==> src/rtl/pgd_pkg.sv <==
package pgd_pkg;

    typedef enum logic [2:0] {
        ST_IDLE = 3'd0,
        ST_ACT  = 3'd1,
        ST_RD   = 3'd2,
        ST_CPR  = 3'd3,
        ST_PRE  = 3'd4,
        ST_REF  = 3'd5
    } pgd_state_e;

    typedef enum logic {
        AS_ROW = 1'b0,
        AS_COL = 1'b1
    } pgd_asel_e;

endpackage

==> src/rtl/pgd_refresh_timer.sv <==
module pgd_refresh_timer #(
    parameter int INTERVAL = 200,
    parameter int ROW_W    = 10
) (
    input  logic             clk,
    input  logic             rst_n,
    input  logic             take,
    output logic             pending,
    output logic [ROW_W-1:0] ref_row
);
    localparam int CNT_W = (INTERVAL > 2) ? $clog2(INTERVAL) : 1;

    typedef struct packed {
        logic [CNT_W-1:0] cnt;
        logic             pend;
        logic [ROW_W-1:0] row;
    } rt_s;

    rt_s q, n;
    logic tick;

    always_comb begin
        n    = q;
        tick = (q.cnt == CNT_W'(INTERVAL - 1));
        if (tick) n.cnt = '0;
        else      n.cnt = q.cnt + 1'b1;
        if (tick)      n.pend = 1'b1;
        else if (take) n.pend = 1'b0;
        if (take) n.row = q.row + 1'b1;
    end

    always_ff @(posedge clk) begin
        if (!rst_n) q <= '0;
        else        q <= n;
    end

    assign pending = q.pend;
    assign ref_row = q.row;
endmodule

==> src/rtl/pgd_addr_mux.sv <==
module pgd_addr_mux
    import pgd_pkg::*;
#(
    parameter int ROW_W  = 10,
    parameter int COL_W  = 8,
    parameter int ADDR_W = 10
) (
    input  pgd_asel_e         sel,
    input  logic [ROW_W-1:0]  row,
    input  logic [COL_W-1:0]  col,
    output logic [ADDR_W-1:0] addr
);
    logic [ADDR_W-1:0] row_x, col_x;

    generate
        if (ROW_W == ADDR_W) begin : g_row_full
            assign row_x = row;
        end else begin : g_row_pad
            assign row_x = {{(ADDR_W-ROW_W){1'b0}}, row};
        end
        if (COL_W == ADDR_W) begin : g_col_full
            assign col_x = col;
        end else begin : g_col_pad
            assign col_x = {{(ADDR_W-COL_W){1'b0}}, col};
        end
    endgenerate

    always_comb begin
        addr = (sel == AS_COL) ? col_x : row_x;
    end
endmodule

==> src/rtl/pgd_burst_fsm.sv <==
module pgd_burst_fsm
    import pgd_pkg::*;
#(
    parameter int ROW_W      = 10,
    parameter int COL_W      = 8,
    parameter int DATA_W     = 32,
    parameter int BURST_LEN  = 4,
    parameter int RAS_TO_CAS = 3,
    parameter int CAS_LOW    = 2,
    parameter int CAS_HIGH   = 1,
    parameter int RAS_PRE    = 3
) (
    input  logic              clk,
    input  logic              rst_n,
    input  logic              req_valid,
    input  logic [ROW_W-1:0]  req_row,
    input  logic [COL_W-1:0]  req_col,
    input  logic              edo_mode,
    input  logic              ref_pending,
    input  logic [ROW_W-1:0]  ref_row,
    input  logic [DATA_W-1:0] dq,
    output logic              req_ready,
    output logic              ref_take,
    output pgd_asel_e         asel,
    output logic [ROW_W-1:0]  row_out,
    output logic [COL_W-1:0]  col_out,
    output logic              ras_n,
    output logic              cas_n,
    output logic              oe_n,
    output logic              rd_valid,
    output logic [DATA_W-1:0] rd_data
);
    localparam int CNT_W  = $clog2(RAS_TO_CAS + CAS_LOW + CAS_HIGH + RAS_PRE + 1);
    localparam int BEAT_W = (BURST_LEN > 2) ? $clog2(BURST_LEN) : 1;
    localparam logic [BEAT_W-1:0] LAST_BEAT = BEAT_W'(BURST_LEN - 1);
    localparam logic [CNT_W-1:0]  ACT_END  = CNT_W'(RAS_TO_CAS - 1);
    localparam logic [CNT_W-1:0]  RD_FULL  = CNT_W'(CAS_LOW - 1);
    localparam logic [CNT_W-1:0]  RD_SHORT = CNT_W'(CAS_LOW - 2);
    localparam logic [CNT_W-1:0]  CPR_END  = CNT_W'(CAS_HIGH - 1);
    localparam logic [CNT_W-1:0]  PRE_END  = CNT_W'(RAS_PRE - 1);
    localparam logic [CNT_W-1:0]  REF_END  = CNT_W'(RAS_TO_CAS + CAS_LOW - 1);

    typedef struct packed {
        pgd_state_e        state;
        logic [CNT_W-1:0]  cnt;
        logic [BEAT_W-1:0] beat;
        logic              edo;
        logic [ROW_W-1:0]  row;
        logic [COL_W-1:0]  col;
        logic              rdv;
        logic [DATA_W-1:0] rdata;
    } fsm_s;

    fsm_s q, n;
    logic cnt_done;

    always_comb begin
        n         = q;
        n.rdv     = 1'b0;
        ref_take  = 1'b0;
        cnt_done  = (q.cnt == '0);
        req_ready = (q.state == ST_IDLE) && !ref_pending;
        if (!cnt_done) n.cnt = q.cnt - 1'b1;
        case (q.state)
            ST_IDLE: begin
                if (ref_pending) begin
                    ref_take = 1'b1;
                    n.state  = ST_REF;
                    n.cnt    = REF_END;
                    n.row    = ref_row;
                end else if (req_valid) begin
                    n.state = ST_ACT;
                    n.cnt   = ACT_END;
                    n.row   = req_row;
                    n.col   = req_col;
                    n.edo   = edo_mode;
                    n.beat  = '0;
                end
            end
            ST_ACT: begin
                if (cnt_done) begin
                    n.state = ST_RD;
                    n.cnt   = RD_FULL;
                end
            end
            ST_RD: begin
                if (cnt_done) begin
                    n.rdv   = 1'b1;
                    n.rdata = dq;
                    if (q.beat == LAST_BEAT) begin
                        n.state = ST_PRE;
                        n.cnt   = PRE_END;
                    end else begin
                        n.state = ST_CPR;
                        n.cnt   = CPR_END;
                        n.col   = q.col + 1'b1;
                        n.beat  = q.beat + 1'b1;
                    end
                end
            end
            ST_CPR: begin
                if (cnt_done) begin
                    n.state = ST_RD;
                    n.cnt   = q.edo ? RD_SHORT : RD_FULL;
                end
            end
            ST_PRE: begin
                if (cnt_done) n.state = ST_IDLE;
            end
            ST_REF: begin
                if (cnt_done) begin
                    n.state = ST_PRE;
                    n.cnt   = PRE_END;
                end
            end
            default: n.state = ST_IDLE;
        endcase
    end

    always_ff @(posedge clk) begin
        if (!rst_n) begin
            q       <= '0;
            q.state <= ST_IDLE;
        end else begin
            q <= n;
        end
    end

    always_comb begin
        ras_n    = !(q.state == ST_ACT || q.state == ST_RD ||
                     q.state == ST_CPR || q.state == ST_REF);
        cas_n    = (q.state != ST_RD);
        oe_n     = !(q.state == ST_ACT || q.state == ST_RD || q.state == ST_CPR);
        asel     = (q.state == ST_RD || q.state == ST_CPR) ? AS_COL : AS_ROW;
        row_out  = q.row;
        col_out  = q.col;
        rd_valid = q.rdv;
        rd_data  = q.rdata;
    end
endmodule

==> src/rtl/pgdram_burst_ctrl.sv <==
module pgdram_burst_ctrl
    import pgd_pkg::*;
#(
    parameter int ROW_W        = 10,
    parameter int COL_W        = 8,
    parameter int DATA_W       = 32,
    parameter int BURST_LEN    = 4,
    parameter int RAS_TO_CAS   = 3,
    parameter int CAS_LOW      = 2,
    parameter int CAS_HIGH     = 1,
    parameter int RAS_PRE      = 3,
    parameter int REF_INTERVAL = 200,
    localparam int ADDR_W      = (ROW_W > COL_W) ? ROW_W : COL_W
) (
    input  logic              clk,
    input  logic              rst_n,
    input  logic              edo_mode,
    input  logic              req_valid,
    input  logic [ROW_W-1:0]  req_row,
    input  logic [COL_W-1:0]  req_col,
    output logic              req_ready,
    output logic [ADDR_W-1:0] dram_addr,
    output logic              ras_n,
    output logic              cas_n,
    output logic              oe_n,
    output logic              we_n,
    input  logic [DATA_W-1:0] dram_dq,
    output logic              rd_valid,
    output logic [DATA_W-1:0] rd_data
);
    logic             ref_pending, ref_take;
    logic [ROW_W-1:0] ref_row, row_sel;
    logic [COL_W-1:0] col_sel;
    pgd_asel_e        asel;

    pgd_refresh_timer #(
        .INTERVAL (REF_INTERVAL),
        .ROW_W    (ROW_W)
    ) ref_i (
        .clk     (clk),
        .rst_n   (rst_n),
        .take    (ref_take),
        .pending (ref_pending),
        .ref_row (ref_row)
    );

    pgd_burst_fsm #(
        .ROW_W      (ROW_W),
        .COL_W      (COL_W),
        .DATA_W     (DATA_W),
        .BURST_LEN  (BURST_LEN),
        .RAS_TO_CAS (RAS_TO_CAS),
        .CAS_LOW    (CAS_LOW),
        .CAS_HIGH   (CAS_HIGH),
        .RAS_PRE    (RAS_PRE)
    ) fsm_i (
        .clk         (clk),
        .rst_n       (rst_n),
        .req_valid   (req_valid),
        .req_row     (req_row),
        .req_col     (req_col),
        .edo_mode    (edo_mode),
        .ref_pending (ref_pending),
        .ref_row     (ref_row),
        .dq          (dram_dq),
        .req_ready   (req_ready),
        .ref_take    (ref_take),
        .asel        (asel),
        .row_out     (row_sel),
        .col_out     (col_sel),
        .ras_n       (ras_n),
        .cas_n       (cas_n),
        .oe_n        (oe_n),
        .rd_valid    (rd_valid),
        .rd_data     (rd_data)
    );

    pgd_addr_mux #(
        .ROW_W  (ROW_W),
        .COL_W  (COL_W),
        .ADDR_W (ADDR_W)
    ) mux_i (
        .sel  (asel),
        .row  (row_sel),
        .col  (col_sel),
        .addr (dram_addr)
    );

    assign we_n = 1'b1;
endmodule

==> config.mk <==
export PLATFORM = sky130hd
export DESIGN_NAME = pgdram_burst_ctrl
export DESIGN_NICKNAME = d
export VERILOG_FILES = /design/src/rtl/pgd_pkg.sv /design/src/rtl/pgd_refresh_timer.sv /design/src/rtl/pgd_addr_mux.sv /design/src/rtl/pgd_burst_fsm.sv /design/src/rtl/pgdram_burst_ctrl.sv
export SDC_FILE = /design/constraint.sdc
export NUM_CORES = 1
export LEC_CHECK = 0
export ABC_AREA = 1
export BUFFER_PORTS_ARGS = -buffer_cell sky130_fd_sc_hd__buf_2
export CORE_MARGIN = 5
export CORE_UTILIZATION = 33
export CTS_CLUSTER_DIAMETER = 40
export CTS_CLUSTER_SIZE = 40
export DETAILED_ROUTE_END_ITERATION = 10
export PLACE_DENSITY_LB_ADDON = 0.15
export SLEW_MARGIN = 20
export SYNTH_ARGS = -nofsm -noshare
export SYNTH_HDL_FRONTEND = slang
export SYNTH_SLANG_ARGS = --single-unit
==> constraint.sdc <==
create_clock -name clk -period 2.77 [get_ports clk]
set_input_delay 0.1385 -clock clk [delete_from_list [all_inputs] [get_ports clk]]
set_output_delay 0.1385 -clock clk [all_outputs]
set_load 0.1 [all_outputs]
# Yosys cells after proc, flatten, opt, wreduce, memory -nomap -nowiden

Index checks and enable logic that the tools add are counted.

Bits in registers: 80
Input bits: 54

Reductions and logical operators: 20
Equality and inequality tests: 17
$add $sub $neg: 5
Bitwise gates (word level): 2
Mux-type cells: 26

Operators by type and width:

| operator                                                                 | count |
|---|---|
| 41-bit two-way mux                                                       | 1 |
| 7-bit two-way mux                                                        | 5 |
| 28-bit two-way mux                                                       | 1 |
| 10-bit two-way mux                                                       | 2 |
| 4-bit one-hot mux with 5 select lines                                    | 1 |
| 3-bit one-hot mux with 6 select lines                                    | 1 |
| 8-bit by 1-bit adder with 8-bit output (second input constant)           | 2 |
| 8-bit two-way mux                                                        | 2 |
| 8-bit one-hot mux with 2 select lines                                    | 1 |
| 10-bit by 1-bit adder with 10-bit output (second input constant)         | 1 |
| 2-bit by 1-bit inequality test with 1-bit output (second input constant) | 5 |
| 9-bit two-way mux                                                        | 1 |
| 8-bit == test (second input constant)                                    | 1 |
| 3-bit by 2-bit == test with 1-bit output (second input constant)         | 2 |
| 3-bit == test (second input constant)                                    | 2 |
| 1-bit two-way mux                                                        | 6 |
| 3-bit two-way mux                                                        | 2 |
| 2-bit inequality test (second input constant)                            | 3 |
| 2-bit AND reduction                                                      | 3 |
| 6-bit AND reduction                                                      | 1 |
| 2-bit nonzero test                                                       | 3 |
| 5-bit AND reduction                                                      | 1 |
| 4-bit zero test                                                          | 1 |
| 1-bit logical OR                                                         | 4 |
| other kinds (15)                                                         | 18 |

# Logic depth before layout (Yosys ltp)

Word-level depth: 5
Mapped depth: 9
Gate-level depth less buffers: 9

# Hierarchy

From an unflattened synthesis, not the netlist that was laid out.

Cell total of the unflattened synthesis: 586
Area, all modules: 4150.2 sq um

By module, submodules not included:

| module            | cells each | seq. area each (sq um) | area an instance (sq um) | instances |
|---|---|---|---|---|
| pgd_burst_fsm     | 436        | 1221.2                 | 3130.5                   | 1 |
| pgd_refresh_timer | 118        | 380.4                  | 892.1                    | 1 |
| pgd_addr_mux      | 30         | 0.0                    | 116.4                    | 1 |
| pgdram_burst_ctrl | 2          | 0.0                    | 11.3                     | 1 |

# Worst setup path before layout

No wires, ideal clock.

Path kind: reg2out
Start: reg fsm_i.q[60] in the netlist's numbering
End: out dram_addr[1]
Buffers on the path: 0
Cell stages (with the launch flop): 5
Setup slack: -0.349 ns
Arrival time: 2.981 ns
Cells stage by stage: dfxtp_1 -> inv_2 -> nand2_2 -> clkinv_1 -> o21ai_0

Longest elaborated chain between the ends: 4

RTL lines:

| item                                     | RTL line                | RTL |
|---|---|---|
| from (decl)                              | pgd_burst_fsm.sv:54     | `fsm_s q, n;` |
| from (signal assigned)                   | pgd_burst_fsm.sv:125    | `q <= n;` |
| 3-bit by 2-bit == test with 1-bit output | pgd_burst_fsm.sv:134    | `asel = (q.state == ST_RD \|\| q.state == ST_CPR) ? AS_COL : AS_ROW;` |
| 1-bit logical OR (*)                     | pgd_burst_fsm.sv:134    |  |
| 1-bit two-way mux (*)                    | pgd_burst_fsm.sv:134    |  |
| 10-bit two-way mux (*)                   | pgd_addr_mux.sv:29      | `addr = (sel == AS_COL) ? col_x : row_x;` |
| to (decl)                                | pgdram_burst_ctrl.sv:22 | `output logic [ADDR_W-1:0] dram_addr,` |

Every way passes the cells marked *; elsewhere a longest branch is shown, timed or not.

# Worst setup path after layout

Start: reg fsm_i.q[60] in the netlist's numbering
End: out dram_addr[6]

Same word-level chain as after synthesis.

==> flow_summary_export.csv <==
group,metric,value,unit
pwr,power.density,1133,nW/µm²
clock_tree,post_cts_buffers,0,
grt,overflow,0,
clock_tree,ctsHoldBuffers,0,
clock_tree,clk_pin_slew,0.06,ns
sta,tightest_slew,0.6276,ns
floorplan,core,11860,µm²
synthesis,synth_compound_area_share,13.15,%
synthesis,synth_top_family_by_area,"simple AND/OR/NAND/NOR gates",
synthesis,synth_adder_area_share,2.219,%
synthesis,seq_area_frac_synth,40.57,%
placed_design,place.gp.congestion,0.8369,
worst_setup_path,r2r_cells,8,
status,status,"finished, final reports clean",
floorplan,io_pins,102,
final_layout,drive_gt1_share,21.04,%
final_layout,syn2layout_area_growth,16.39,%
floorplan,start_util,33.28,%
sta,setup_tns,0,ns
run,cap_violations,0,
drt,drt_iter0_markers,186,
synthesis,synth_area_per_cell,6.962,µm²
synthesis,ys_warn_count,0,
hold_path,whs_path_depth,3,
drt,drc,0,
pwr,p_leak,0.002212,µW
grt,track_usage,13.76,%
final_layout,n_antenna_cell,0,
grt,grt_pass1_wl,15.88,mm
grt,grt_max_degree,60,
hold_path,hp-class,"input pin to flip-flop",
hold_path,hp-start,"dram_dq[16]",
worst_setup_path,startpoint_type,"flip-flop",
synthesis,synth.area.mux_share,0,%
final_layout,final_area,4594,µm²
synthesis,yosys.area_share.simple,29.16,%
drt,route.detailed.vias_per_inst,4.623,
sta,hold_violations,0,
synthesis,synth_cells,567,
synthesis,synth_xor_area_share,1.553,%
clock_tree,insertion_delay,0.34,ns
sta,period_minus_slack,2.161,ns
drt,first_pass_iters,4,
clock_tree,htreeDepth,3,
floorplan,num_rows,40,
sta,timing.fmax,462.8,MHz
worst_setup_path,cp.arrival,2.02,ns
sta,skew,0.004543,ns
clock_tree,clock-root-buffer,"clkbuf_16",
worst_setup_path,critical_path_class,"flip-flop to output port",
clock_tree,cts_resized,0,
worst_setup_path,cp.required,2.63,ns
floorplan,die_h,119.4,µm
sta,slew_headroom,58.10,%
worst_setup_path,cp_max_fo,10,
clock_tree,cts_sinks,80,
placed_design,hpwlAfterDp,7.015,mm
worst_setup_path,reg2reg_from,"fsm_i.q[54]",
worst_setup_path,crit_start,"fsm_i.q[60]",
sta,grt_setup_unrepaired,"false",
drt,vias,3601,
drt,postRouteAntennaNets,0,
placed_design,place_area,4288,µm²
synthesis,ys_seq_elements,80,
pwr,ir_drop,0.4612,mV
synthesis,syn_area,3948,µm²
sta,post-route-period-util,78.01,%
synthesis,synth_cell_type_count,33,
floorplan,dieArea,14250,µm²
drt,wl_per_cell,12.50,µm
worst_setup_path,setup.worst_path.end_class,"output port",
clock_tree,clock_path_buffers,2,
pwr,p_total,5205,µW
grt,antenna_found_initial,0,
final_layout,final_nets,689,
clock_tree,cts_tree,"yes",
placed_design,place.port_buffers,100,
floorplan,fp.dieW,119.4,µm
sta,drv_slew,0,
clock_tree,cts_inserted_buffers,9,
drt,drt_wl_total,9.739,mm
synthesis,synth_fp_nets,628,
grt,grt_pass1_vias,3414,
sta,finalSetupViolCount,0,
area by class of cell:
| cell class | count | area (µm²) |
|---|---|---|
| multi-input cells | 392 | 1823 |
| well taps | 147 | 183.9 |
| clock buffers | 12 | 266.5 |
| fillers | 1293 | 7267 |
| repair buffers | 102 | 515.5 |
| flip-flops and latches | 80 | 1602 |
| clock inverters | 3 | 40.04 |
| inverters | 43 | 163.9 |
state kept, by name (all words and copies together) (netlist names):
signal / cells
fsm_i.rd_data: 32
ref_i.pending: 1
fsm_i.col_out: 8
fsm_i.row_out: 10
fsm_i.q: 10
ref_i.ref_row: 10
fsm_i.rd_valid: 1
ref_i.q: 8
path summary, 6_finish.rpt:
path | to | slack, ns
max | dram_addr[6] | 0.61
min | fsm_i.rd_data[16] | 0.02
max reg2reg | fsm_i.col_out[2] | 0.83
min reg2reg | ref_i.q[11] | 0.45
cell families (layout without fill, tap and decap cells):
logic type | count (synthesis) | count (layout)
simple gates | 279 | 279
compound gates | 98 | 98
buf+inv | 95 | 160
flops | 80 | 80
fa+ha+maj | 7 | 7
xor+xnor | 7 | 7
other cells | 1 | 1
cells in the mapped netlist:
library cell,count,area [µm²]
o21ai_0,67,335.3
or2_2,2,12.51
nand2_1,106,397.9
nor2_2,3,18.77
inv_1,39,146.4
nand2_2,3,18.77
a22oi_1,1,7.510
nand3_4,1,17.52
buf_2,5,25.02
a21oi_1,23,115.1
nand2_4,1,11.26
nand3_1,28,140.1
clkbuf_1,6,22.52
a31oi_1,1,6.260
nand4_1,4,25.02
inv_2,2,7.510
dfxtp_1,80,1602
xor2_1,6,52.55
nor2_1,124,465.5
ha_1,7,87.58
clkinv_1,1,3.750
buf_6,2,22.52
nand3b_1,1,7.510
nor3_1,5,25.02
o21ai_4,2,32.53
xnor2_1,1,8.760
conb_1,1,3.750
o21ai_1,3,15.01
nor2_4,1,11.26
o211ai_1,1,7.510
buf_4,38,285.3
buf_1,1,3.750
inv_4,1,6.260
layer usage:
layer	GRT usage, %	part of all wire, %	vias up
met5	0	0	-
met3	3.751	5.3	12
met1	16.65	45	1624
li1	-	-	1898
met2	22.85	48	67
met4	6.013	1.9	0
layout by cell type (no fill, tap or decap), types with 6 or more instances in the layout:
master     netlist  routed
inv_1           39      39
xor2_1           6       6
buf_2            5     100
o21ai_0         67      67
clkbuf_16        0       9
a21oi_1         23      23
ha_1             7       7
nand2_1        106     106
dfxtp_1         80      80
nand3_1         28      28
nor2_1         124     124
per-stage QoR:
step / utilization, % / worst slack, ns / std cells / hold WS (ns)
2_1_floorplan: - / -0.3491 / 567 / 0.2734
3_3_place_gp: 36.15 / 0.8786 / 764 / 0.3615
3_5_place_dp: 36.15 / 0.8272 / 764 / 0.3688
4_1_cts: 38.73 / 0.5562 / 779 / 0.005370
5_1_grt: 38.73 / 0.4305 / 779 / 0.01450
6_report: 38.73 / 0.6092 / 779 / 0.02175
worst max-delay path, stage by stage, from the launching register on:
cell	delay, ns
dfxtp_1	0.43
inv_2	0.14
nand2_2	0.18
clkinv_1	0.26
o21ai_0	0.21
buf_2	0.45
where the power goes:
group,switching [µW],internal (µW)
clock,454,763
combinational,2000,451
sequential,164,1370
(Power assumes the default switching activity.)
